$ cat src/rtl/prog_pkg.sv
package prog_pkg;

    localparam logic [7:0] CH_CR  = 8'h0D;
    localparam logic [7:0] CH_ERR = 8'h3F;
    localparam logic [7:0] CH_ESC = 8'h1B;

    localparam logic [7:0] OP_TYPE  = 8'h54;
    localparam logic [7:0] OP_IDENT = 8'h53;
    localparam logic [7:0] OP_SWV   = 8'h56;
    localparam logic [7:0] OP_HWV   = 8'h76;
    localparam logic [7:0] OP_LIST  = 8'h74;
    localparam logic [7:0] OP_PTYP  = 8'h70;
    localparam logic [7:0] OP_LEDON = 8'h78;
    localparam logic [7:0] OP_LEDOF = 8'h79;
    localparam logic [7:0] OP_ENTER = 8'h50;
    localparam logic [7:0] OP_ADDR  = 8'h41;
    localparam logic [7:0] OP_WRLO  = 8'h63;
    localparam logic [7:0] OP_WRHI  = 8'h43;
    localparam logic [7:0] OP_RDPM  = 8'h52;
    localparam logic [7:0] OP_WRDM  = 8'h44;
    localparam logic [7:0] OP_RDDM  = 8'h64;
    localparam logic [7:0] OP_LEAVE = 8'h4C;
    localparam logic [7:0] OP_ERASE = 8'h65;
    localparam logic [7:0] OP_LOCK  = 8'h6C;
    localparam logic [7:0] OP_SIG   = 8'h73;
    localparam logic [7:0] OP_PAGE  = 8'h6D;
    localparam logic [7:0] OP_RAW   = 8'h3A;

    localparam int LIST_LEN  = 7;
    localparam int EXTRA_LEN = 2;
    localparam logic [7:0] DEV_LISTED [LIST_LEN] =
        '{8'h12, 8'h13, 8'h20, 8'h28, 8'h38, 8'h48, 8'h86};
    localparam logic [7:0] DEV_EXTRA [EXTRA_LEN] = '{8'h40, 8'h41};
    localparam logic [7:0] DEV_BYTEWIDE = 8'h86;

    localparam int ID_LEN  = 7;
    localparam int SEQ_MAX = (ID_LEN > LIST_LEN + 1) ? ID_LEN : LIST_LEN + 1;
    localparam int IDX_W   = $clog2(SEQ_MAX);
    localparam int ADDR_W  = 16;
    localparam int FRAME_W = 32;

    typedef enum logic [2:0] {
        ST_CMD, ST_ARG, ST_EXEC, ST_ENG, ST_TXD, ST_TXONE, ST_TXSEQ
    } st_e;

    typedef enum logic [2:0] {
        RS_ID, RS_SWV, RS_HWV, RS_LIST, RS_TYPE
    } rsrc_e;

    typedef struct packed {
        st_e                st;
        logic [7:0]         cmd;
        logic [2:0][7:0]    args;
        logic [1:0]         argn;
        logic [1:0]         argi;
        logic [7:0]         dev;
        logic [ADDR_W-1:0]  addr;
        logic [1:0]         step;
        logic [7:0]         rdata;
        logic [7:0]         txb;
        rsrc_e              rsrc;
        logic [IDX_W-1:0]   idx;
    } ctl_t;

endpackage

$ cat src/rtl/prog_dev_check.sv
module prog_dev_check
    import prog_pkg::*;
(
    input  logic [7:0] dev,
    output logic       dev_ok,
    output logic       byte_wide
);
    logic [LIST_LEN-1:0]  hit_list;
    logic [EXTRA_LEN-1:0] hit_extra;

    for (genvar g = 0; g < LIST_LEN; g++) begin : g_list
        assign hit_list[g] = (dev == DEV_LISTED[g]);
    end

    for (genvar g = 0; g < EXTRA_LEN; g++) begin : g_extra
        assign hit_extra[g] = (dev == DEV_EXTRA[g]);
    end

    assign dev_ok    = (|hit_list) | (|hit_extra);
    assign byte_wide = (dev == DEV_BYTEWIDE);
endmodule

$ cat src/rtl/prog_reply_src.sv
module prog_reply_src
    import prog_pkg::*;
#(
    parameter int                  SW_MAJOR = 2,
    parameter int                  SW_MINOR = 0,
    parameter int                  HW_MAJOR = 1,
    parameter int                  HW_MINOR = 0,
    parameter logic [8*ID_LEN-1:0] ID_STR   = "HOSTPRG"
) (
    input  rsrc_e            kind,
    input  logic [IDX_W-1:0] idx,
    output logic [7:0]       rbyte,
    output logic             rlast
);
    localparam logic [7:0] ASCII_ZERO = 8'h30;
    localparam logic [7:0] TYPE_CHAR  = 8'h53;

    always_comb begin
        rbyte = 8'h00;
        rlast = 1'b1;
        case (kind)
            RS_ID: begin
                for (int k = 0; k < ID_LEN; k++) begin
                    if (int'(idx) == k) rbyte = ID_STR[8*(ID_LEN-1-k) +: 8];
                end
                rlast = (int'(idx) == ID_LEN - 1);
            end
            RS_SWV: begin
                rbyte = (idx == '0) ? 8'(ASCII_ZERO + 8'(SW_MAJOR))
                                    : 8'(ASCII_ZERO + 8'(SW_MINOR));
                rlast = (int'(idx) == 1);
            end
            RS_HWV: begin
                rbyte = (idx == '0) ? 8'(ASCII_ZERO + 8'(HW_MAJOR))
                                    : 8'(ASCII_ZERO + 8'(HW_MINOR));
                rlast = (int'(idx) == 1);
            end
            RS_LIST: begin
                for (int k = 0; k < LIST_LEN; k++) begin
                    if (int'(idx) == k) rbyte = DEV_LISTED[k];
                end
                rlast = (int'(idx) == LIST_LEN);
            end
            default: begin
                rbyte = TYPE_CHAR;
                rlast = 1'b1;
            end
        endcase
    end
endmodule

$ cat src/rtl/prog_cmd_interp.sv
module prog_cmd_interp
    import prog_pkg::*;
#(
    parameter int                  SW_MAJOR = 2,
    parameter int                  SW_MINOR = 0,
    parameter int                  HW_MAJOR = 1,
    parameter int                  HW_MINOR = 0,
    parameter logic [8*ID_LEN-1:0] ID_STR   = "HOSTPRG"
) (
    input  logic               clk,
    input  logic               rst_n,
    input  logic               rx_valid,
    input  logic [7:0]         rx_data,
    output logic               rx_ready,
    output logic               tx_valid,
    output logic [7:0]         tx_data,
    input  logic               tx_ready,
    output logic               eng_req,
    output logic [FRAME_W-1:0] eng_frame,
    input  logic               eng_done,
    input  logic [7:0]         eng_rdata
);
    localparam logic [IDX_W-1:0]  IDX_ONE  = 1;
    localparam logic [ADDR_W-1:0] ADDR_ONE = 1;

    ctl_t       ctl_d, ctl_q;
    logic       dev_ok, byte_wide;
    logic [7:0] seq_byte;
    logic       seq_last;

    prog_dev_check u_devchk (
        .dev       (ctl_q.dev),
        .dev_ok    (dev_ok),
        .byte_wide (byte_wide)
    );

    prog_reply_src #(
        .SW_MAJOR (SW_MAJOR),
        .SW_MINOR (SW_MINOR),
        .HW_MAJOR (HW_MAJOR),
        .HW_MINOR (HW_MINOR),
        .ID_STR   (ID_STR)
    ) u_reply (
        .kind  (ctl_q.rsrc),
        .idx   (ctl_q.idx),
        .rbyte (seq_byte),
        .rlast (seq_last)
    );

    // Frame contents follow registered state only, so they stay put while
    // the request is outstanding.
    logic [7:0] ah, al, ahs, d0;
    logic [7:0] sig_sel;
    assign ah  = ctl_q.addr[15:8];
    assign al  = ctl_q.addr[7:0];
    assign ahs = {ctl_q.addr[12:8], 3'b000};
    assign d0  = ctl_q.args[0];

    always_comb begin
        case (ctl_q.step)
            2'd0:    sig_sel = 8'h02;
            2'd1:    sig_sel = 8'h01;
            default: sig_sel = 8'h00;
        endcase
    end

    always_comb begin
        case (ctl_q.cmd)
            OP_ENTER: eng_frame = {8'hAC, 8'h53, 8'h00, 8'h00};
            OP_RDPM: begin
                if (byte_wide)             eng_frame = {ahs | 8'h01, al, 8'h00, 8'h00};
                else if (ctl_q.step == '0) eng_frame = {8'h28, ah, al, 8'h00};
                else                       eng_frame = {8'h20, ah, al, 8'h00};
            end
            OP_WRLO:  eng_frame = byte_wide ? {ahs | 8'h02, al, d0, 8'h00}
                                            : {8'h40, ah, al, d0};
            OP_WRHI:  eng_frame = {8'h48, ah, al, d0};
            OP_WRDM:  eng_frame = byte_wide ? {ahs | 8'h06, al, d0, 8'h00}
                                            : {8'hC0, ah, al, d0};
            OP_RDDM:  eng_frame = byte_wide ? {ahs | 8'h05, al, 8'h00, 8'h00}
                                            : {8'hA0, ah, al, 8'h00};
            OP_ERASE: eng_frame = {8'hAC, 8'h80, 8'h04, 8'h00};
            OP_LOCK:  eng_frame = {8'hAC, 8'hE0 | (d0 & 8'h06), 8'h00, 8'h00};
            OP_PAGE:  eng_frame = {8'h4C, ah, al, 8'h00};
            OP_SIG:   eng_frame = {8'h30, 8'h00, sig_sel, 8'h00};
            OP_RAW:   eng_frame = {ctl_q.args[0], ctl_q.args[1], ctl_q.args[2], 8'h00};
            default:  eng_frame = '0;
        endcase
    end

    logic returns_data;
    logic more_steps;
    assign returns_data = (ctl_q.cmd == OP_RDPM) || (ctl_q.cmd == OP_RDDM) ||
                          (ctl_q.cmd == OP_SIG)  || (ctl_q.cmd == OP_RAW);
    assign more_steps   = ((ctl_q.cmd == OP_RDPM) && !byte_wide && (ctl_q.step == 2'd0)) ||
                          ((ctl_q.cmd == OP_SIG)  && (ctl_q.step != 2'd2));

    always_comb begin
        ctl_d    = ctl_q;
        rx_ready = 1'b0;
        tx_valid = 1'b0;
        tx_data  = 8'h00;
        eng_req  = 1'b0;

        case (ctl_q.st)
            ST_CMD: begin
                rx_ready = 1'b1;
                if (rx_valid) begin
                    ctl_d.cmd  = rx_data;
                    ctl_d.argi = '0;
                    ctl_d.step = '0;
                    ctl_d.idx  = '0;
                    case (rx_data)
                        CH_ESC: ctl_d.st = ST_CMD;
                        OP_TYPE, OP_LEDON, OP_LEDOF: begin
                            ctl_d.argn = 2'd0;
                            ctl_d.st   = ST_ARG;
                        end
                        OP_IDENT: begin ctl_d.rsrc = RS_ID;   ctl_d.st = ST_TXSEQ; end
                        OP_SWV:   begin ctl_d.rsrc = RS_SWV;  ctl_d.st = ST_TXSEQ; end
                        OP_HWV:   begin ctl_d.rsrc = RS_HWV;  ctl_d.st = ST_TXSEQ; end
                        OP_LIST:  begin ctl_d.rsrc = RS_LIST; ctl_d.st = ST_TXSEQ; end
                        OP_PTYP:  begin ctl_d.rsrc = RS_TYPE; ctl_d.st = ST_TXSEQ; end
                        default: begin
                            if (!dev_ok) begin
                                ctl_d.txb = CH_ERR;
                                ctl_d.st  = ST_TXONE;
                            end else begin
                                case (rx_data)
                                    OP_ADDR: begin
                                        ctl_d.argn = 2'd1;
                                        ctl_d.st   = ST_ARG;
                                    end
                                    OP_WRLO, OP_WRHI, OP_WRDM, OP_LOCK: begin
                                        ctl_d.argn = 2'd0;
                                        ctl_d.st   = ST_ARG;
                                    end
                                    OP_RAW: begin
                                        ctl_d.argn = 2'd2;
                                        ctl_d.st   = ST_ARG;
                                    end
                                    OP_ENTER, OP_RDPM, OP_RDDM, OP_ERASE,
                                    OP_PAGE, OP_SIG, OP_LEAVE: begin
                                        ctl_d.st = ST_EXEC;
                                    end
                                    default: begin
                                        ctl_d.txb = CH_ERR;
                                        ctl_d.st  = ST_TXONE;
                                    end
                                endcase
                            end
                        end
                    endcase
                end
            end

            ST_ARG: begin
                rx_ready = 1'b1;
                if (rx_valid) begin
                    case (ctl_q.argi)
                        2'd0:    ctl_d.args[0] = rx_data;
                        2'd1:    ctl_d.args[1] = rx_data;
                        default: ctl_d.args[2] = rx_data;
                    endcase
                    if (ctl_q.argi == ctl_q.argn) ctl_d.st = ST_EXEC;
                    else                          ctl_d.argi = ctl_q.argi + 2'd1;
                end
            end

            ST_EXEC: begin
                ctl_d.txb = CH_CR;
                ctl_d.st  = ST_TXONE;
                case (ctl_q.cmd)
                    OP_TYPE:  ctl_d.dev  = ctl_q.args[0];
                    OP_ADDR:  ctl_d.addr = {ctl_q.args[0], ctl_q.args[1]};
                    OP_LEDON, OP_LEDOF, OP_LEAVE: ctl_d.st = ST_TXONE;
                    OP_WRHI, OP_SIG: begin
                        if (byte_wide) ctl_d.txb = CH_ERR;
                        else           ctl_d.st  = ST_ENG;
                    end
                    default:  ctl_d.st = ST_ENG;
                endcase
            end

            ST_ENG: begin
                eng_req = 1'b1;
                if (eng_done) begin
                    if (returns_data) begin
                        ctl_d.rdata = eng_rdata;
                        ctl_d.st    = ST_TXD;
                    end else begin
                        if (ctl_q.cmd == OP_WRHI) ctl_d.addr = ctl_q.addr + ADDR_ONE;
                        ctl_d.txb = CH_CR;
                        ctl_d.st  = ST_TXONE;
                    end
                end
            end

            ST_TXD: begin
                tx_valid = 1'b1;
                tx_data  = ctl_q.rdata;
                if (tx_ready) begin
                    if (more_steps) begin
                        ctl_d.step = ctl_q.step + 2'd1;
                        ctl_d.st   = ST_ENG;
                    end else begin
                        if ((ctl_q.cmd == OP_RDPM) && !byte_wide)
                            ctl_d.addr = ctl_q.addr + ADDR_ONE;
                        if (ctl_q.cmd == OP_RAW) begin
                            ctl_d.txb = CH_CR;
                            ctl_d.st  = ST_TXONE;
                        end else begin
                            ctl_d.st  = ST_CMD;
                        end
                    end
                end
            end

            ST_TXONE: begin
                tx_valid = 1'b1;
                tx_data  = ctl_q.txb;
                if (tx_ready) ctl_d.st = ST_CMD;
            end

            ST_TXSEQ: begin
                tx_valid = 1'b1;
                tx_data  = seq_byte;
                if (tx_ready) begin
                    if (seq_last) ctl_d.st  = ST_CMD;
                    else          ctl_d.idx = ctl_q.idx + IDX_ONE;
                end
            end

            default: ctl_d.st = ST_CMD;
        endcase
    end

    always_ff @(posedge clk or negedge rst_n) begin
        if (!rst_n) begin
            ctl_q      <= '0;
            ctl_q.st   <= ST_CMD;
            ctl_q.rsrc <= RS_ID;
        end else begin
            ctl_q <= ctl_d;
        end
    end
endmodule

$ cat config.mk
export PLATFORM = sky130hd
export DESIGN_NAME = prog_cmd_interp
export DESIGN_NICKNAME = d
export VERILOG_FILES = /design/src/rtl/prog_pkg.sv /design/src/rtl/prog_dev_check.sv /design/src/rtl/prog_reply_src.sv /design/src/rtl/prog_cmd_interp.sv
export SDC_FILE = /design/constraint.sdc
export NUM_CORES = 1
export LEC_CHECK = 0
export ABC_CLOCK_PERIOD_IN_PS = 4700
export BUFFER_PORTS_ARGS = -buffer_cell sky130_fd_sc_hd__buf_2
export CELL_PAD_IN_SITES_DETAIL_PLACEMENT = 1
export CELL_PAD_IN_SITES_GLOBAL_PLACEMENT = 1
export CORE_UTILIZATION = 35
export CTS_CLUSTER_SIZE = 28
export DETAILED_ROUTE_END_ITERATION = 6
export PLACE_DENSITY_LB_ADDON = 0.1
export RECOVER_POWER = 50
export SLEW_MARGIN = 20
export SYNTH_ARGS = -nofsm -noshare
export SYNTH_HDL_FRONTEND = slang
export SYNTH_SLANG_ARGS = --single-unit
$ cat constraint.sdc
create_clock -name clk -period 4.7 [get_ports clk]
set_input_delay 1.175 -clock clk [delete_from_list [all_inputs] [get_ports clk]]
set_output_delay 1.175 -clock clk [all_outputs]
set_load 0.005 [all_outputs]
==> run summary <==
Status: finished, violations left
Failing checks: max-capacitance violations, max-slew violations
Worst path most repeated cell: inv_1
Setup tns final: 0 ns
Largest net degree at the start of global routing: 51
CTS Buf Count: 9
Mapped cell area: 5860 sq um
Post-Syn Nets: 710
# IOs: 64
Syn_area_per_cell: 8.66 sq um
WP data required: 3.52 ns
I/O Buffers: 63
Area leader, netlist: dfrtp_1
P_leak: 2.85 nW
Worst-path clk slew: 0.07 ns
Cells after Synth: 676
Peak supply drop: 0.236 mV
Synth warnings: 0
CTS Root Cell: clkbuf_16
Setup Skew: 0.0162 ns
Slew margin rel.: -92.5%
Max incr delay on CP: 0.69 ns
Post-synth EDFFs: 0
CP endpoint kind: primary output
Max Slew Vio Count: 51
RSZ-0062 raised after global routing: false
Post-placement setup slack: 0.963 ns
Max cap viols: 1
Crit path buf inv count: 3
Crit-path cells: inv_1 -> or4_1 -> a21o_1 -> o21ai_2 -> a222oi_1 -> inv_1 -> buf_2
Worst EP arrival: 2.99 ns
First-pass iteration count of the detailed router: 6
Clk_lat worst skew: 0.36 ns
Final critical-path share of the clock period: 88.7%
Total gr overflow: 0
Highest Clock Rate: 0.240 GHz
Total core area: 16100 sq um
CTS Sinks: 81
ANT nets after route: 0
Final worst setup slack: 0.533 ns
Diode count: 0
Vias in the first global route: 5544
Die Y: 131 um
Drt total wl: 19800 um
First-pass GRT wire length: 31700 um
Global-route usage over all layers: 23.4%
Post-CTS Resized: 0
Main synth FF type: dfrtp_1
Layout cells sized above 1: 21.0%
Top-count cell post-synth: nand2_1
Crit path max-delay family: compound AO/OA/AOI/OAI gates
Area growth from synthesis to layout: 12.3%
Rows: 46
Postcts setup bufs: 0
Worst-path maximum fanout: 18
Max Buffers Root-to-Sink: 2
Die Width: 131 um
DP HPWL: 14800 um
Async SR Flop Fraction: 100%
Worst Tran Pin Value: 2.89 ns
Initial antenna violation count: 0
H-tree level count: 3
Top post-synthesis cells by count: 93 x nand2_1, 81 x dfrtp_1, 45 x o21ai_0, 42 x mux2_2, 40 x a21oi_1
CTS Hold Bufs: 0
DR iter-0 viols: 471
Routed len/inst: 21.3 um
Synth area leaders: dfrtp_1 35%, mux2_2 8.1%, nand2_1 6.0%, o21ai_0 3.8%, a21oi_1 3.4%
Slowest-stage cell, CP: dfrtp_1
Gp weighted congestion: 0.893
Initial Util: 36.3%
Synth cell types: 82
# DRC: 0
Synthesis-stage register bit count: 81
TritonCTS clock tree: built
Layout net count: 743
CP Class: flip-flop to primary output
Fin. Hold Viols: 0
Via Count: 5519
Drt via density: 5.93
Register area share after synthesis: 34.6%
Number of fill cells: 1932
Setup violators final: 0
Die area: 17300 sq um
Fin crit period: 4.17 ns
Yosys top cell area share: 34.6%
Tightest Hold Check Type: flip-flop to flip-flop
Critical Path Source Type: flip-flop
Power per Cell Area: 524 nW/um^2
-- layout by cell type, fill, tap and decap left out, types with 4 or more instances in the layout --
master,synthesis,layout
nor2_1,39,39
and2_1,16,16
a221o_1,5,5
xnor2_1,4,4
a21oi_2,4,4
nor2b_1,11,11
xor2_1,4,4
buf_2,13,61
o211ai_1,4,4
nand4_1,9,9
nor3_1,10,10
nand2b_1,9,9
o21ai_0,45,45
ha_1,13,13
clkbuf_16,0,9
mux2_2,42,42
o22ai_1,13,13
nand2_1,93,93
dfrtp_1,81,81
a222oi_1,8,8
a22o_1,4,4
nand4b_1,4,4
or3b_2,4,4
a21oi_1,40,40
mux2i_1,13,13
nor4_1,4,4
inv_1,24,24
a221oi_1,5,5
nor3b_1,6,6
nand3_1,30,30
o31ai_1,4,4
nor4bb_1,5,5
-- metrics by stage --
| step | hold WS [ns] | instances | utilization, % | area [sq um] | power (mW) |
|---|---|---|---|---|---|
| 2_1_floorplan | 0.449 | 676 | - | 5860 | 2.22 |
| 3_3_place_gp | 0.496 | 914 | 38.9 | 6270 | 2.64 |
| 3_5_place_dp | 0.506 | 914 | 38.9 | 6270 | 2.70 |
| 4_1_cts | 0.527 | 930 | 40.8 | 6580 | 3.44 |
| 5_1_grt | 0.544 | 930 | 40.8 | 6570 | 3.66 |
| 6_report | 0.526 | 930 | 40.8 | 6570 | 3.44 |
-- state kept, by name (all words and copies together), names as in the netlist --
signal / flops
ah: 8
ctl_q: 57
al: 8
d0: 8
-- power by group --
group | switching [mW] | internal (mW) | total, mW
clock network | 0.358 | 0.380 | 0.738
registers | 0.550 | 0.923 | 1.47
logic | 0.669 | 0.561 | 1.23
total | 1.58 | 1.86 | 3.44
-- final timing paths --
| kind | endpoint | depth (start not counted) | from | slack (ns) |
|---|---|---|---|---|
| setup / recovery | eng_frame[11] | 7 | ctl_q[77] | 0.53 |
| hold / removal | ctl_q[16] | 1 | ctl_q[16] | 0.53 |
| setup reg to reg | d0[6] | 4 | ctl_q[84] | 1.65 |
| hold reg to reg | ctl_q[16] | 1 | ctl_q[16] | 0.53 |
| max in group asynchronous | ctl_q[50] | 2 | rst_n | 0.89 |
| min in group asynchronous | al[6] | 1 | rst_n | 1.74 |
-- cell families (layout without fill, tap and decap cells) --
logic type | Yosys count | in the layout | synth area share (%)
adder cells (fa/ha/maj) | 13 | 13 | 2.78
flip-flops | 81 | 81 | 34.6
AO/OA/AOI/OAI | 174 | 174 | 20.6
multiplexers | 55 | 55 | 10.3
XOR/XNOR | 8 | 8 | 1.20
buffers and inverters | 71 | 109 | 5.21
AND/OR/NAND/NOR | 274 | 274 | 25.3
-- layer usage --
layer	GRT usage [%]	vias up	routed length [um]
met3	3.55	30	1010
met1	33.8	2776	9350
met5	0	-	0
met4	6.52	0	291
met2	36.1	152	9150
li1	-	2561	-
-- final cells by class --
| cell class | count | area, sq um | share of cell area [%] |
|---|---|---|---|
| clock inverter | 7 | 81.3 | 1.24 |
| sequential | 81 | 2030 | 30.8 |
| inverter | 26 | 97.6 | 1.48 |
| timing repair buffer | 67 | 340 | 5.18 |
| tap | 216 | 270 | 4.11 |
| multi-input combinational | 524 | 3530 | 53.7 |
| clock buffer | 9 | 225 | 3.43 |
No activity file was read; power rests on OpenSTA's default activity.
